**config.mk**
```make
export PLATFORM = sky130hd
export DESIGN_NAME = rdhs_link_top
export DESIGN_NICKNAME = d
export VERILOG_FILES = /design/src/rtl/rdhs_pkg.sv /design/src/rtl/rdhs_sync.sv /design/src/rtl/rdhs_requester.sv /design/src/rtl/rdhs_responder.sv /design/src/rtl/rdhs_link_top.sv
export SDC_FILE = /design/constraint.sdc
export NUM_CORES = 1
export LEC_CHECK = 0
export ABC_AREA = 1
export ABC_CLOCK_PERIOD_IN_PS = 2900
export CAP_MARGIN = 20
export CORE_ASPECT_RATIO = 0.9
export CORE_MARGIN = 4
export CORE_UTILIZATION = 30
export CTS_CLUSTER_DIAMETER = 120
export CTS_CLUSTER_SIZE = 40
export DETAILED_ROUTE_END_ITERATION = 8
export PLACE_DENSITY_LB_ADDON = 0.3
export SLEW_MARGIN = 30
export SYNTH_ARGS = -nofsm -noshare
export SYNTH_HDL_FRONTEND = slang
export SYNTH_SLANG_ARGS = --single-unit
```
**constraint.sdc**
```tcl
create_clock -name clk -period 2.9 [get_ports clk]
set_clock_uncertainty 0.2 [all_clocks]
set_input_delay 0.29 -clock clk [delete_from_list [all_inputs] [get_ports clk]]
set_output_delay 0.29 -clock clk [all_outputs]
set_load 0.01 [all_outputs]
```
**src/rtl/rdhs_pkg.sv**
```systemverilog
package rdhs_pkg;

    typedef enum logic [1:0] {
        RQ_IDLE,
        RQ_ADDR,
        RQ_WDAT,
        RQ_FIN
    } rq_state_e;

    typedef enum logic [2:0] {
        RS_IDLE,
        RS_ACKD,
        RS_WAIT,
        RS_SEND,
        RS_DRAIN
    } rs_state_e;

    localparam logic [31:0] ROM_MUL = 32'h0000_1357;
    localparam logic [31:0] ROM_XOR = 32'h0000_C0DE;

endpackage

```
**src/rtl/rdhs_sync.sv**
```systemverilog
module rdhs_sync #(
    parameter int W      = 2,
    parameter int STAGES = 2
) (
    input  logic         clk,
    input  logic         rst_n,
    input  logic [W-1:0] d_i,
    output logic [W-1:0] q_o
);
    logic [STAGES-1:0][W-1:0] chain_d, chain_q;

    always_comb begin
        chain_d[0] = d_i;
        for (int i = 1; i < STAGES; i++) begin
            chain_d[i] = chain_q[i-1];
        end
    end

    always_ff @(posedge clk or negedge rst_n) begin
        if (!rst_n) chain_q <= '0;
        else        chain_q <= chain_d;
    end

    assign q_o = chain_q[STAGES-1];
endmodule

```
**src/rtl/rdhs_requester.sv**
```systemverilog
module rdhs_requester
    import rdhs_pkg::*;
#(
    parameter int ADDR_W = 4,
    parameter int DATA_W = 16,
    parameter int TMO_W  = 8
) (
    input  logic              clk,
    input  logic              rst_n,
    input  logic              start_i,
    input  logic [ADDR_W-1:0] addr_i,
    input  logic [TMO_W-1:0]  tmo_i,
    input  logic              s_ack_i,
    input  logic              s_rdy_i,
    input  logic [DATA_W-1:0] bus_i,
    output logic              req_o,
    output logic              oe_o,
    output logic [DATA_W-1:0] val_o,
    output logic              ack_o,
    output logic              busy_o,
    output logic              done_o,
    output logic              err_o,
    output logic [DATA_W-1:0] rdat_o
);
    typedef struct packed {
        rq_state_e         st;
        logic              req;
        logic              oe;
        logic [DATA_W-1:0] val;
        logic              ack;
        logic [DATA_W-1:0] rdat;
        logic              done;
        logic              err;
        logic [TMO_W-1:0]  wcnt;
    } rq_reg_t;

    rq_reg_t r_d, r_q;
    logic    abort;

    always_comb begin
        r_d      = r_q;
        r_d.done = 1'b0;
        r_d.err  = 1'b0;
        abort    = 1'b0;
        unique case (r_q.st)
            RQ_IDLE: begin
                if (start_i) begin
                    r_d.st   = RQ_ADDR;
                    r_d.req  = 1'b1;
                    r_d.oe   = 1'b1;
                    r_d.val  = DATA_W'(addr_i);
                    r_d.wcnt = '0;
                end
            end
            RQ_ADDR: begin
                if (s_ack_i) begin
                    r_d.st   = RQ_WDAT;
                    r_d.req  = 1'b0;
                    r_d.oe   = 1'b0;
                    r_d.val  = '0;
                    r_d.wcnt = '0;
                end else if (r_q.wcnt == tmo_i) begin
                    abort = 1'b1;
                end else begin
                    r_d.wcnt = r_q.wcnt + 1'b1;
                end
            end
            RQ_WDAT: begin
                if (s_rdy_i) begin
                    r_d.st   = RQ_FIN;
                    r_d.rdat = bus_i;
                    r_d.ack  = 1'b1;
                    r_d.wcnt = '0;
                end else if (r_q.wcnt == tmo_i) begin
                    abort = 1'b1;
                end else begin
                    r_d.wcnt = r_q.wcnt + 1'b1;
                end
            end
            RQ_FIN: begin
                if (!s_rdy_i) begin
                    r_d.st   = RQ_IDLE;
                    r_d.ack  = 1'b0;
                    r_d.done = 1'b1;
                    r_d.wcnt = '0;
                end else if (r_q.wcnt == tmo_i) begin
                    abort = 1'b1;
                end else begin
                    r_d.wcnt = r_q.wcnt + 1'b1;
                end
            end
            default: r_d.st = RQ_IDLE;
        endcase
        if (abort) begin
            r_d.st   = RQ_IDLE;
            r_d.req  = 1'b0;
            r_d.oe   = 1'b0;
            r_d.val  = '0;
            r_d.ack  = 1'b0;
            r_d.err  = 1'b1;
            r_d.wcnt = '0;
        end
    end

    always_ff @(posedge clk or negedge rst_n) begin
        if (!rst_n) r_q <= '{st: RQ_IDLE, default: '0};
        else        r_q <= r_d;
    end

    assign req_o  = r_q.req;
    assign oe_o   = r_q.oe;
    assign val_o  = r_q.val;
    assign ack_o  = r_q.ack;
    assign busy_o = (r_q.st != RQ_IDLE);
    assign done_o = r_q.done;
    assign err_o  = r_q.err;
    assign rdat_o = r_q.rdat;

    // The request may fall only after the synchronized acknowledge was seen, or on a timeout.
    assert_req_release_R4: assert property (@(posedge clk) disable iff (!rst_n)
        $fell(r_q.req) |-> ($past(s_ack_i) || r_q.err));
endmodule

```
**src/rtl/rdhs_responder.sv**
```systemverilog
module rdhs_responder
    import rdhs_pkg::*;
#(
    parameter int ADDR_W = 4,
    parameter int DATA_W = 16,
    parameter int DLY_W  = 8
) (
    input  logic              clk,
    input  logic              rst_n,
    input  logic [DLY_W-1:0]  dly_i,
    input  logic              s_req_i,
    input  logic              s_ack_i,
    input  logic [ADDR_W-1:0] addr_bus_i,
    output logic              ack_o,
    output logic              rdy_o,
    output logic              oe_o,
    output logic [DATA_W-1:0] val_o
);
    typedef struct packed {
        rs_state_e         st;
        logic              ack;
        logic              rdy;
        logic              oe;
        logic [DATA_W-1:0] val;
        logic [ADDR_W-1:0] addr;
        logic [DLY_W-1:0]  cnt;
    } rs_reg_t;

    rs_reg_t r_d, r_q;

    function automatic logic [DATA_W-1:0] rom_word(input logic [ADDR_W-1:0] a);
        return DATA_W'((32'(a) * ROM_MUL) ^ ROM_XOR);
    endfunction

    always_comb begin
        r_d = r_q;
        unique case (r_q.st)
            RS_IDLE: begin
                if (s_req_i) begin
                    r_d.st   = RS_ACKD;
                    r_d.addr = addr_bus_i;
                    r_d.ack  = 1'b1;
                end
            end
            RS_ACKD: begin
                if (!s_req_i) begin
                    r_d.st  = RS_WAIT;
                    r_d.ack = 1'b0;
                    r_d.cnt = '0;
                end
            end
            RS_WAIT: begin
                if (r_q.cnt == dly_i) begin
                    r_d.st  = RS_SEND;
                    r_d.oe  = 1'b1;
                    r_d.val = rom_word(r_q.addr);
                    r_d.rdy = 1'b1;
                end else begin
                    r_d.cnt = r_q.cnt + 1'b1;
                end
            end
            RS_SEND: begin
                if (s_ack_i) begin
                    r_d.st  = RS_DRAIN;
                    r_d.rdy = 1'b0;
                    r_d.oe  = 1'b0;
                    r_d.val = '0;
                end
            end
            RS_DRAIN: begin
                if (!s_ack_i) r_d.st = RS_IDLE;
            end
            default: r_d.st = RS_IDLE;
        endcase
    end

    always_ff @(posedge clk or negedge rst_n) begin
        if (!rst_n) r_q <= '{st: RS_IDLE, default: '0};
        else        r_q <= r_d;
    end

    assign ack_o = r_q.ack;
    assign rdy_o = r_q.rdy;
    assign oe_o  = r_q.oe;
    assign val_o = r_q.val;

    // Data-ready may fall only after the synchronized device acknowledge was seen.
    assert_rdy_hold_R7: assert property (@(posedge clk) disable iff (!rst_n)
        $fell(r_q.rdy) |-> $past(s_ack_i));
endmodule

```
**src/rtl/rdhs_link_top.sv**
```systemverilog
module rdhs_link_top
    import rdhs_pkg::*;
#(
    parameter int ADDR_W = 4,
    parameter int DATA_W = 16,
    parameter int DLY_W  = 8,
    parameter int TMO_W  = 8,
    parameter int SYNC_N = 2
) (
    input  logic              clk,
    input  logic              rst_n,
    input  logic              start,
    input  logic [ADDR_W-1:0] rd_addr,
    input  logic [DLY_W-1:0]  ready_delay,
    input  logic [TMO_W-1:0]  wait_limit,
    output logic              busy,
    output logic              done,
    output logic [DATA_W-1:0] rd_data,
    output logic              timeout_err,
    output logic              line_req,
    output logic              line_mem_ack,
    output logic              line_dev_ack,
    output logic              line_rdy,
    output logic [DATA_W-1:0] line_dat,
    output logic              drv_dev,
    output logic              drv_mem
);
    localparam int CTRL_W = 2;

    logic [DATA_W-1:0] dev_val, mem_val, bus_w;
    logic [CTRL_W-1:0] to_dev_s, to_mem_s;

    assign bus_w = (drv_dev ? dev_val : '0) | (drv_mem ? mem_val : '0);

    rdhs_sync #(.W(CTRL_W), .STAGES(SYNC_N)) u_sync_dev (
        .clk   (clk),
        .rst_n (rst_n),
        .d_i   ({line_mem_ack, line_rdy}),
        .q_o   (to_dev_s)
    );

    rdhs_sync #(.W(CTRL_W), .STAGES(SYNC_N)) u_sync_mem (
        .clk   (clk),
        .rst_n (rst_n),
        .d_i   ({line_req, line_dev_ack}),
        .q_o   (to_mem_s)
    );

    rdhs_requester #(.ADDR_W(ADDR_W), .DATA_W(DATA_W), .TMO_W(TMO_W)) u_req (
        .clk     (clk),
        .rst_n   (rst_n),
        .start_i (start),
        .addr_i  (rd_addr),
        .tmo_i   (wait_limit),
        .s_ack_i (to_dev_s[1]),
        .s_rdy_i (to_dev_s[0]),
        .bus_i   (bus_w),
        .req_o   (line_req),
        .oe_o    (drv_dev),
        .val_o   (dev_val),
        .ack_o   (line_dev_ack),
        .busy_o  (busy),
        .done_o  (done),
        .err_o   (timeout_err),
        .rdat_o  (rd_data)
    );

    rdhs_responder #(.ADDR_W(ADDR_W), .DATA_W(DATA_W), .DLY_W(DLY_W)) u_rsp (
        .clk        (clk),
        .rst_n      (rst_n),
        .dly_i      (ready_delay),
        .s_req_i    (to_mem_s[1]),
        .s_ack_i    (to_mem_s[0]),
        .addr_bus_i (bus_w[ADDR_W-1:0]),
        .ack_o      (line_mem_ack),
        .rdy_o      (line_rdy),
        .oe_o       (drv_mem),
        .val_o      (mem_val)
    );

    assign line_dat = bus_w;

    assert_single_driver_R9: assert property (@(posedge clk) disable iff (!rst_n)
        !(drv_dev && drv_mem));

    assert_ack_needs_req_R3: assert property (@(posedge clk) disable iff (!rst_n)
        $rose(line_mem_ack) |-> line_req);

    assert_ack_drop_after_release_R5: assert property (@(posedge clk) disable iff (!rst_n)
        $fell(line_mem_ack) |-> !line_req);

    assert_rdy_after_addr_phase_R5: assert property (@(posedge clk) disable iff (!rst_n)
        $rose(line_rdy) |-> (!line_mem_ack && !line_req));

    assert_dev_ack_needs_rdy_R7: assert property (@(posedge clk) disable iff (!rst_n)
        $rose(line_dev_ack) |-> line_rdy);

    assert_done_clean_R8: assert property (@(posedge clk) disable iff (!rst_n)
        done |-> (!busy && !line_dev_ack && !line_rdy));
endmodule

```
==> summary.txt <==
Timing
  – Setup Viol. Count Final: 0
  – Hold Vio Cnt, Final: 0
  – Setup TNS Final: 0 ns
  – Maximum clock frequency: 360.9 MHz
  – RSZ-0062 raised after global routing: no
  – Worst-margin pin slew: 0.7119 ns
  – Slew Limit Fails: 0
  – Final period util: 0.9555
  – Slew HR: 0.5254
  – Tmin final: 2.771 ns
  – WHS: 0.1484 ns

Power and ir drop
  – Peak supply drop: 0.3596 mV
  – Sw Ratio: 0.3969
  – Clock group share of total power: 0.242
  – PwrDens: 821.7 nW/um2
  – Seq pwr share: 0.310
  – Standby leakage power: 2.888 nW
  – Logic pwr share: 0.447
  – P_sw: 1.911 mW
  – P_int: 2.903 mW

Synthesis
  – Register area share after synthesis: 0.4014
  – Yosys top cell area share: 0.4014
  – Mapped Cells: 609
  – Most area-hungry cell type in the Yosys netlist: dfrtp_1
  – Yosys reg bits: 75
  – Cell Area, Synth: 4676 um2
  – Synth warn: 0
  – Synth cell types: 35
  – Syn avg cell area: 7.678 um2
  – Ranking of synthesized cells by area: dfrtp_1 (40%), nand2_1 (14%), ha_1 (8.0%)
  – Synth Net Count: 666

Clocking
  – H-tree depth: 3
  – Clk pin slew, worst setup/hold paths: 0.06 ns
  – CTS tree: built
  – Root Driver: clkbuf_16
  – CTS sink count: 75
  – Clock Path Buffers: 2
  – CTS Buf Count: 9
  – Clock Latency Late Sink: 0.34 ns

Final layout
  – ANT cells: 0
  – Filler cell count: 1579
  – Synth-to-layout area growth: 25.29%
  – Final cell count without fillers: 879
  – Fraction of layout cells with a size suffix above 1: 0.09010
  – Most frequent cells in the layout: nand2_1 (176), inv_1 (88), dfrtp_1 (72), clkdlybuf4s50_1 (62)
  – Post-route cell area: 5858 um2
  – Final Core Density: 0.3820
  – Commonest non-fill, non-tap cell in the layout: nand2_1
  – Sequential standard cell area: 1881 um2
  – Multi-input gate area: 2306 um2
  – Nets: 729

Min path
  – Worst hold start: u_sync_mem.chain_d[2]$_DFF_PN0_
  – Min-delay worst type: reg -> reg

Worst setup path
  – Crit path kind: reg -> reg
  – CP Data Required Time: 2.91 ns
  – R2r startpoint: u_rsp.r_q[9]$_DFFE_PN0P_
  – CP Launch Type: flop
  – Critical path origin: u_rsp.r_q[9]$_DFFE_PN0P_
  – Worst-path fanout max: 6
  – WP data arrival: 2.78 ns
  – Kind of end point of the critical path: flop

Floorplanning
  – Die height: 126.4 um
  – Core area: 15330 um2
  – Std-Cell Rows: 43
  – Die width: 139.6 um
  – Full die area: 17650 um2
  – # IOs: 64
  – Initial Utilization: 0.3049

Placed design
  – Gpl congestion: 0.8651
  – Cells after DPL: 860
  – # port buffers: 63
  – Placed Area: 5470 um2
  – DP HPWL: 8477 um

Detailed routing
  – ANT nets after route: 0
  – 1st-pass router iterations: 4
  – Final wirelength: 11000 um
  – Via count: 3947
  – 1st-iter DRT viols: 255
  – Residual DRC: 0
  – Vias per inst: 4.490
  – Routed length per instance: 12.51 um

GRT
  – Largest net degree at the start of global routing: 76
  – Initial antenna violation count: 0
  – Global-route usage over all layers: 0.1309
  – Vias in the first global route: 3881
  – Grt total ovfl: 0
  – First-pass GRT wire length: 18910 um

Status
  – Status: finished clean

Flow run
  – Max_cap viols: 0
## path summary, 6_finish.rpt
path,end,slack [ns],depth (start not counted)
min,u_sync_mem.q_o[0]$_DFF_PN0_,0.15,0
min in group asynchronous,u_req.rdat_o[9]$_DFFE_PN0P_,0.33,2
min reg2reg,u_sync_mem.q_o[0]$_DFF_PN0_,0.15,0
max reg2reg,u_rsp.val_o[6]$_DFFE_PN0P_,0.13,8
max in group asynchronous,u_rsp.r_q[10]$_DFFE_PN0P_,1.62,2
max,u_rsp.val_o[6]$_DFFE_PN0P_,0.13,8
## power by group through the flow
stage,clock network [mW],logic (mW),registers (mW)
2_1_floorplan,0,1.36,1.48
3_3_place_gp,0,2.03,1.50
3_5_place_dp,0,2.06,1.51
4_1_cts,1.20,2.08,1.49
5_1_grt,1.25,2.43,1.53
6_report,1.17,2.15,1.49
## synth_stat cells (all sizes together)
| cell type | n |
|---|---|
| xor2 | 9 |
| o21ai | 53 |
| nor3 | 2 |
| clkinv | 2 |
| clkbuf | 4 |
| a21o | 1 |
| nand4 | 9 |
| nor2 | 38 |
| buf | 22 |
| xnor2 | 8 |
| ha | 30 |
| o22ai | 6 |
| o211ai | 7 |
| o21bai | 1 |
| a21oi | 12 |
| and2 | 1 |
| nand3 | 42 |
| a21boi | 2 |
| fa | 4 |
| nand2 | 179 |
| nand3b | 2 |
| inv | 93 |
| a211oi | 1 |
| or2 | 6 |
| dfrtp | 75 |
## cells by family after synthesis
group	count (synthesis)	share of synthesized area
buffers and inverters	121	0.1140
flip-flops	75	0.4014
XOR/XNOR	17	0.03185
adder cells (fa/ha/maj)	34	0.09741
AND/OR/NAND/NOR	279	0.2553
AO/OA/AOI/OAI	83	0.1001
## worst max-delay path, cell delays in order, from the launching register on
cell     delay, ns
dfrtp_2       0.46
fa_1          0.50
ha_1          0.32
inv_1         0.07
fa_1          0.46
o21ai_1       0.16
buf_4         0.14
xor2_1        0.23
o21ai_0       0.11
## area by class of cell
cell class,count,area share
clock buffers,13,0.04613
clock inverters,3,0.007689
inverters,95,0.06087
multi-input cells,413,0.3936
flip-flops and latches,75,0.3210
well taps,202,0.04314
repair buffers,78,0.1275
## registers in the layout (all words and copies together) (netlist names), 2 cells and up
signal / count
u_sync_dev.chain_d: 2
u_sync_mem.q_o: 2
u_sync_dev.q_o: 2
u_sync_mem.chain_d: 2
u_req.rdat_o: 16
u_req.val_o: 4
u_rsp.r_q: 15
u_req.r_q: 10
u_rsp.val_o: 16
## per-layer routing
layer,track usage,wire length [um],vias to the layer above,share of wire
met5,0,0,-,0
met1,0.1857,5613,1820,0.51
met3,0.03242,554,12,0.050
met4,0.04274,157,0,0.014
met2,0.1967,4672,72,0.42
li1,-,-,2043,-
## per-stage QoR
step / total power [mW] / setup WS (ns)
after global routing: 5.211 / 0.005399
final: 4.813 / 0.1291
after detailed placement: 3.567 / 0.04968
after global placement: 3.526 / 0.1087
after floorplan: 2.834 / 0.06415
after CTS: 4.775 / 0.02670
## timing repair
action | in CTS | in global routing
gates resized for setup | 0 | 9
hold buffers | 1 | 0
endpoints found under the hold margin | 75 | 0
buffers inserted | 0 | 2
setup endpoints to repair | 0 | 11
Note: power is estimated with default switching activity, not from simulation.
